## src/rtl/mc_pkg.sv

```systemverilog
package mc_pkg;
  localparam int OP_W  = 6;
  localparam int SEL_W = 2;

  localparam logic [OP_W-1:0] OP_RTYPE = 6'b000000;
  localparam logic [OP_W-1:0] OP_LOAD  = 6'b100011;
  localparam logic [OP_W-1:0] OP_STORE = 6'b101011;
  localparam logic [OP_W-1:0] OP_BEQ   = 6'b000100;
  localparam logic [OP_W-1:0] OP_JUMP  = 6'b000010;

  typedef enum logic [2:0] {
    CL_RTYPE, CL_LOAD, CL_STORE, CL_BEQ, CL_JUMP, CL_OTHER
  } opClass_t;

  typedef enum logic [3:0] {
    ST_FETCH, ST_DECODE, ST_ADDR, ST_MEMRD, ST_MEMWR,
    ST_WBACK, ST_REXEC, ST_RDONE, ST_BRANCH, ST_JUMP
  } step_t;

  typedef struct packed {
    logic             addrSel;
    logic             memRd;
    logic             memWr;
    logic             irLoad;
    logic             memToReg;
    logic             regDst;
    logic             regWr;
    logic             pcLoad;
    logic             pcLoadIfZero;
    logic [SEL_W-1:0] pcSrc;
    logic             aluASel;
    logic [SEL_W-1:0] aluBSel;
    logic [SEL_W-1:0] aluClass;
  } strobes_t;

  function automatic opClass_t classify(input logic [OP_W-1:0] op);
    case (op)
      OP_RTYPE: return CL_RTYPE;
      OP_LOAD:  return CL_LOAD;
      OP_STORE: return CL_STORE;
      OP_BEQ:   return CL_BEQ;
      OP_JUMP:  return CL_JUMP;
      default:  return CL_OTHER;
    endcase
  endfunction
endpackage

```

## src/rtl/mc_seq.sv

```systemverilog
module mc_seq
  import mc_pkg::*;
(
  input  logic            clk,
  input  logic            rst,
  input  logic [OP_W-1:0] opcode,
  output step_t           step
);
  step_t    nxt;
  opClass_t cls;

  assign cls = classify(opcode);

  always_comb begin
    nxt = ST_FETCH;
    case (step)
      ST_FETCH:  nxt = ST_DECODE;
      ST_DECODE: begin
        case (cls)
          CL_LOAD, CL_STORE: nxt = ST_ADDR;
          CL_RTYPE:          nxt = ST_REXEC;
          CL_BEQ:            nxt = ST_BRANCH;
          CL_JUMP:           nxt = ST_JUMP;
          default:           nxt = ST_FETCH;
        endcase
      end
      ST_ADDR: begin
        if (cls == CL_LOAD)       nxt = ST_MEMRD;
        else if (cls == CL_STORE) nxt = ST_MEMWR;
        else                      nxt = ST_FETCH;
      end
      ST_MEMRD:  nxt = ST_WBACK;
      ST_REXEC:  nxt = ST_RDONE;
      default:   nxt = ST_FETCH;
    endcase
  end

  always_ff @(posedge clk) begin
    if (rst) step <= ST_FETCH;
    else     step <= nxt;
  end
endmodule

```

## src/rtl/mc_strobe.sv

```systemverilog
module mc_strobe
  import mc_pkg::*;
(
  input  step_t    step,
  output strobes_t ctl
);
  always_comb begin
    ctl = '0;
    case (step)
      ST_FETCH: begin
        ctl.memRd   = 1'b1;
        ctl.irLoad  = 1'b1;
        ctl.pcLoad  = 1'b1;
        ctl.aluBSel = 2'b01;
      end
      ST_DECODE: ctl.aluBSel = 2'b11;
      ST_ADDR: begin
        ctl.aluASel = 1'b1;
        ctl.aluBSel = 2'b10;
      end
      ST_MEMRD: begin
        ctl.addrSel = 1'b1;
        ctl.memRd   = 1'b1;
      end
      ST_MEMWR: begin
        ctl.addrSel = 1'b1;
        ctl.memWr   = 1'b1;
      end
      ST_WBACK: begin
        ctl.memToReg = 1'b1;
        ctl.regWr    = 1'b1;
      end
      ST_REXEC: begin
        ctl.aluASel  = 1'b1;
        ctl.aluClass = 2'b10;
      end
      ST_RDONE: begin
        ctl.regDst = 1'b1;
        ctl.regWr  = 1'b1;
      end
      ST_BRANCH: begin
        ctl.aluASel      = 1'b1;
        ctl.aluClass     = 2'b01;
        ctl.pcSrc        = 2'b01;
        ctl.pcLoadIfZero = 1'b1;
      end
      ST_JUMP: begin
        ctl.pcSrc  = 2'b10;
        ctl.pcLoad = 1'b1;
      end
      default: ctl = '0;
    endcase
  end
endmodule

```

## src/rtl/mc_ctrl_top.sv

```systemverilog
module mc_ctrl_top
  import mc_pkg::*;
(
  input  logic             clk,
  input  logic             rst,
  input  logic [OP_W-1:0]  opcode,
  output logic             addrSel,
  output logic             memRd,
  output logic             memWr,
  output logic             irLoad,
  output logic             memToReg,
  output logic             regDst,
  output logic             regWr,
  output logic             pcLoad,
  output logic             pcLoadIfZero,
  output logic [SEL_W-1:0] pcSrc,
  output logic             aluASel,
  output logic [SEL_W-1:0] aluBSel,
  output logic [SEL_W-1:0] aluClass
);
  step_t    step;
  strobes_t ctl;

  mc_seq u_seq (.clk(clk), .rst(rst), .opcode(opcode), .step(step));
  mc_strobe u_strobe (.step(step), .ctl(ctl));

  assign addrSel      = ctl.addrSel;
  assign memRd        = ctl.memRd;
  assign memWr        = ctl.memWr;
  assign irLoad       = ctl.irLoad;
  assign memToReg     = ctl.memToReg;
  assign regDst       = ctl.regDst;
  assign regWr        = ctl.regWr;
  assign pcLoad       = ctl.pcLoad;
  assign pcLoadIfZero = ctl.pcLoadIfZero;
  assign pcSrc        = ctl.pcSrc;
  assign aluASel      = ctl.aluASel;
  assign aluBSel      = ctl.aluBSel;
  assign aluClass     = ctl.aluClass;
endmodule

```

## config.mk

```make
export PLATFORM = sky130hd
export DESIGN_NAME = mc_ctrl_top
export DESIGN_NICKNAME = d
export VERILOG_FILES = /design/src/rtl/mc_pkg.sv /design/src/rtl/mc_seq.sv /design/src/rtl/mc_strobe.sv /design/src/rtl/mc_ctrl_top.sv
export SDC_FILE = /design/constraint.sdc
export NUM_CORES = 1
export LEC_CHECK = 0
export ABC_CLOCK_PERIOD_IN_PS = 1700
export BUFFER_PORTS_ARGS = -buffer_cell sky130_fd_sc_hd__buf_4
export CAP_MARGIN = 20
export CORE_AREA = 2 2 39 41
export CTS_CLUSTER_DIAMETER = 40
export DETAILED_ROUTE_END_ITERATION = 12
export DIE_AREA = 0 0 41 43
export PLACE_DENSITY = 0.66
export SYNTH_ARGS = -nofsm -noshare
export SYNTH_HDL_FRONTEND = slang
export SYNTH_SLANG_ARGS = --single-unit
```

## constraint.sdc

```tcl
create_clock -name clk -period 1.7 [get_ports clk]
set_input_delay 0.17 -clock clk [delete_from_list [all_inputs] [get_ports clk]]
set_output_delay 0.17 -clock clk [all_outputs]
set_load 0.05 [all_outputs]
```

==> qor.yml, run 1 <==
global_routing:
  grt_start_max_net_pins: 12
  antenna_found_initial: 0
  first_global_vias: 428
  grt_pass1_wl_mm: 1.90
  overflow: 0
  grt_usage: 0.165
place:
  placed_cells: 98
  placed_cell_area_um2: 674
  dpl.hpwl_um: 906
  gp_congestion: 0.767
  io_buffers: 23
synthesis:
  synth_area_per_cell_um2: 7.34
  synth-compound-area-share: 0.168
  yosys_warnings: 0
  ys_seq_elements: 4
  synthDominantCellAreaShare: 0.185
  synth_cell_types: 31
  seq_area_frac_synth: 0.185
  muxShareOfSynthArea: 0.0260
  synth_fa_ha_area_frac: 0
  syn_nets: 67
  synth.area.top_cells: "dfxtp_1, nand2b_1, nor3_1"
  syn_area_um2: 433
  synth_simple_gate_area_frac: 0.517
  synth_top_family_by_area: "simple AND/OR/NAND/NOR gates"
  synth_xor_area_frac: 0.0405
  yosysTopAreaCell: "dfxtp_1"
  synthCells: 59
routing:
  wl_per_cell_um: 11.9
  drt-pass1-iter-count: 4
  vias_per_cell: 5.22
  wl_met3_um: 43
  met2WireLength_um: 573
  m1WireLength_um: 528
  finalWirelength_mm: 1.20
  detail-route-antenna-nets: 0
  drc_errors: 0
  drtIter0Drc: 11
  top_layer_used: "met4"
  vias: 527
critical_path:
  crit_required_ps: 1530
  critPathMaxFanout: 9
  critical_path.slowest_cell: "dfxtp_1"
  start_kind: "flop"
  path_delay_family: "flip-flops"
  path_common_cell: "buf_4"
  worst-path-buf-inv: 2
  max_stage_delay_ps: 470
  path_cells: "buf_4 -> nand3b_1 -> a21oi_2 -> buf_4"
  cp_data_arrival_time_ps: 1360
  worstSetupEndpointType: "primary output"
  crit_type: "flop to primary output"
timing:
  slew_violations: 0
  layout_min_cycle_time_ps: 1530
  slew_headroom: 0.732
  tns_ps: 0
  rsz0062_at_grt: "no"
  fin_skew_ps: 3.40
  fin_crit_sh: 0.901
  hold_violations: 0
  worst_pin_slew_ps: 398
  max_freq_ghz: 0.653
  setup_viol: 0
pwr:
  irDropWorstVdd_uv: 259
  p_leak_nw: 0.317
  powerDensity_nw_per_um2: 486
job:
  drv_cap: 0
cts:
  clkLatencyLatePin_ps: 240
  cts.clk_slew.worst_paths_ps: 40
  clockBufferDepth: 2
  cts_hold_buf: 0
  h-tree-depth: 1
  cts_resized: 0
  cts_root_buf: "clkbuf_4"
  clock-sinks: 4
  cts_buffers: 3
  post_cts_buffers: 0
  cts_tree: "yes"
run_status:
  status: "completed"
layout:
  top_regs: "u_seq.step: 4 flops"
  fin_cells: 101
  fillCellCount: 139
  multi_input_area_um2: 360
  largest_reg_flops: 4
  nNetsFinal: 95
  fin_area_um2: 697
  top_register: "u_seq.step"
  areaGrowthSynthToFinish_pct: 61.0
  drive_gt1_frac: 0.482
  diodes: 0
  register_area_um2: 80.1
min_path:
  min_path_type: "input pin to flop"
die:
  fp.dieH_um: 43
  ios: 24
  fp.dieW_um: 41
  fp-row-count: 14
  start_util: 0.313
  die_area_um2: 1760
  core-area_um2: 1380
[power breakdown]
| part | leakage [nW] | switching (mW) | internal, mW |
|---|---|---|---|
| combinational | 0.271 | 0.0696 | 0.0469 |
| clock | 0.0138 | 0.0417 | 0.0791 |
| sequential | 0.0326 | 0.00486 | 0.0968 |
[tightest hold or removal path, cell delays in order]
cell and delay, ps:
buf_4 100, a211o_1 90, nor3_1 40
[logic make-up after synthesis]
family	Yosys count
simple gates	37
mux	1
buf+inv	6
xor+xnor	2
compound gates	9
flops	4
[cells in the mapped netlist (all sizes together)]
library cell	count
xor2	1
clkbuf	3
nand4	1
o21ba	1
a311oi	1
or2b	1
o211ai	3
nor3	6
and3	2
nor4	3
nor3b	3
buf	2
or4	1
a211o	1
or3	2
nand3b	1
and2	1
nor2	6
and4b	1
inv	1
xnor2	1
nand2b	5
nor2b	2
mux2	1
nor4b	1
a21boi	1
a21oi	2
dfxtp	4
nand2	1
[cell type report]
class,instances,area share
sequential,4,0.115
clock buffer,3,0.0323
tap,16,0.0287
timing repair buffer,28,0.302
inverter,1,0.00539
multi-input combinational,49,0.517
[per-layer routing]
layer,track usage,vias up
met4,0.160,0
met3,0.0157,4
met5,0,-
met2,0.244,15
met1,0.192,237
li1,-,271
[worst paths after layout]
kind              slack [ps]  cells after the start                        to                     start
setup reg to reg         400                      4  u_seq.step[1]$_SDFF_PP0_  u_seq.step[0]$_SDFF_PP0_
hold reg to reg          700                      2  u_seq.step[3]$_SDFF_PP0_  u_seq.step[0]$_SDFF_PP0_
hold / removal           210                      3  u_seq.step[2]$_SDFF_PP0_                       rst
setup / recovery         170                      4                   addrSel  u_seq.step[0]$_SDFF_PP0_
[metrics by stage]
stage               power, mW   util  setup WS (ps)  hold slack (ps)
finish                  0.339  0.504            168              206
detailed placement      0.220  0.487            402              455
floorplan               0.177      -           -193              334
CTS                     0.347  0.504            149              197
global placement        0.218  0.487            381              458
global route            0.354  0.504           83.4              223
[cells in the final DEF (no fill, tap or decap), types with 2 or more instances in the layout]
cell      instances
clkbuf_4          3
nor3b_1           3
or3_1             2
dfxtp_1           4
nor3_2            3
buf_4            28
and3_1            2
nor2_1            5
nand2b_1          5
nor3_1            3
o211ai_1          2
nor4_1            2
Note: power is estimated with default switching activity, not from simulation.
==> inputs of run 2 (changes only) <==
Settings changed: MAX_ROUTING_LAYER set to met4.
==> qor.yml, run 2 (synthesis results as in run 1) <==
cts:
  clock-sinks: 4
  cts_resized: 0
  clkLatencyLatePin_ps: 240
  cts_buffers: 3
  cts.clk_slew.worst_paths_ps: 40
  post_cts_buffers: 0
  cts_tree: "yes"
  cts_hold_buf: 0
  h-tree-depth: 1
  cts_root_buf: "clkbuf_4"
  clockBufferDepth: 2
die:
  fp-row-count: 14
  start_util: 0.313
  die_area_um2: 1760
  ios: 24
  core-area_um2: 1380
  fp.dieH_um: 43
  fp.dieW_um: 41
global_routing:
  grt_pass1_wl_mm: 1.89
  overflow: 0
  first_global_vias: 431
  antenna_found_initial: 0
  grt_start_max_net_pins: 12
  grt_usage: 0.169
critical_path:
  critPathMaxFanout: 9
  cp_data_arrival_time_ps: 1360
  worstSetupEndpointType: "primary output"
  crit_type: "flop to primary output"
  crit_required_ps: 1530
  start_kind: "flop"
layout:
  top_regs: "u_seq.step: 4 flops"
  areaGrowthSynthToFinish_pct: 61.0
  top_register: "u_seq.step"
  drive_gt1_frac: 0.482
  diodes: 0
  fin_cells: 101
  final_cell_mix: "buf_4, nand2b_1, nor2_1"
  final_core_util: 0.504
  nNetsFinal: 95
  largest_reg_flops: 4
  final_common_cell: "buf_4"
routing:
  vias: 526
  wl_per_cell_um: 11.8
  finalWirelength_mm: 1.20
  detail-route-antenna-nets: 0
  drc_errors: 0
  drtIter0Drc: 12
  vias_per_cell: 5.21
  drt-pass1-iter-count: 4
place:
  gp_congestion: 0.778
  io_buffers: 23
  placed_cells: 98
  dpl.hpwl_um: 906
timing:
  layout_min_cycle_time_ps: 1530
  tns_ps: 0
  slew_headroom: 0.732
  max_freq_ghz: 0.652
  rsz0062_at_grt: "no"
  worst_pin_slew_ps: 398
  setup_viol: 0
  fin_skew_ps: 3.45
  hold_violations: 0
  fin_crit_sh: 0.902
  slew_violations: 0
pwr:
  p_leak_nw: 0.317
  powerDensity_nw_per_um2: 487
  power_switching_uw: 116
  internal_power_uw: 223
  clkPwrFrac: 0.357
  seqPwrFrac: 0.300
  irDropWorstVdd_uv: 260
  combPwrFrac: 0.344
  p_sw_frac: 0.343
run_status:
  status: "completed"
min_path:
  min_path_type: "input pin to flop"
job:
  drv_cap: 0
run 2: cell counts in the layout (fill, tap and decap cells not counted):
Identical to the previous run, type by type.
run 2: path summary, 6_finish.rpt:
path | from | to | slack (ps) | cells after the start
max reg2reg | u_seq.step[0]$_SDFF_PP0_ | u_seq.step[1]$_SDFF_PP0_ | 390 | 4
min reg2reg | u_seq.step[0]$_SDFF_PP0_ | u_seq.step[3]$_SDFF_PP0_ | 700 | 2
max | u_seq.step[0]$_SDFF_PP0_ | addrSel | 170 | 4
min | rst | u_seq.step[2]$_SDFF_PP0_ | 210 | 3
run 2: critical path, stage by stage, from the launching register on:
cell and delay (ps):
dfxtp_1 470, buf_4 230, nand3b_1 100, a21oi_2 120
buf_4 200
run 2: power by group through the flow:
stage | registers (mW) | clock network, mW | logic, mW
6_report | 0.102 | 0.121 | 0.117
3_5_place_dp | 0.103 | 0 | 0.117
5_1_grt | 0.102 | 0.126 | 0.125
4_1_cts | 0.102 | 0.128 | 0.117
3_3_place_gp | 0.103 | 0 | 0.115
2_1_floorplan | 0.101 | 0 | 0.0761
run 2: through the flow:
stage / instance area, µm² / setup slack, ps / hold WS (ps) / total power [mW]
finish: 697 / 167 / 205 / 0.339
global route: 697 / 83.4 / 223 / 0.354
CTS: 697 / 149 / 197 / 0.347
detailed placement: 674 / 402 / 455 / 0.220
global placement: 674 / 381 / 458 / 0.218
floorplan: 468 / -193 / 334 / 0.177
run 2: layout make-up:
class | count | area (µm²)
fill | 139 | 687
multi-input combinational | 49 | 360
timing repair buffer | 28 | 210
sequential | 4 | 80.1
clock buffer | 3 | 22.5
tap | 16 | 20.0
inverter | 1 | 3.75
run 2: layer usage:
layer	part of all wire	global-route usage	up-vias
met2	0.48	0.244	15
met5	0	-	-
met3	0.036	0.0157	4
li1	-	-	271
met1	0.44	0.189	236
met4	0.043	0.160	0
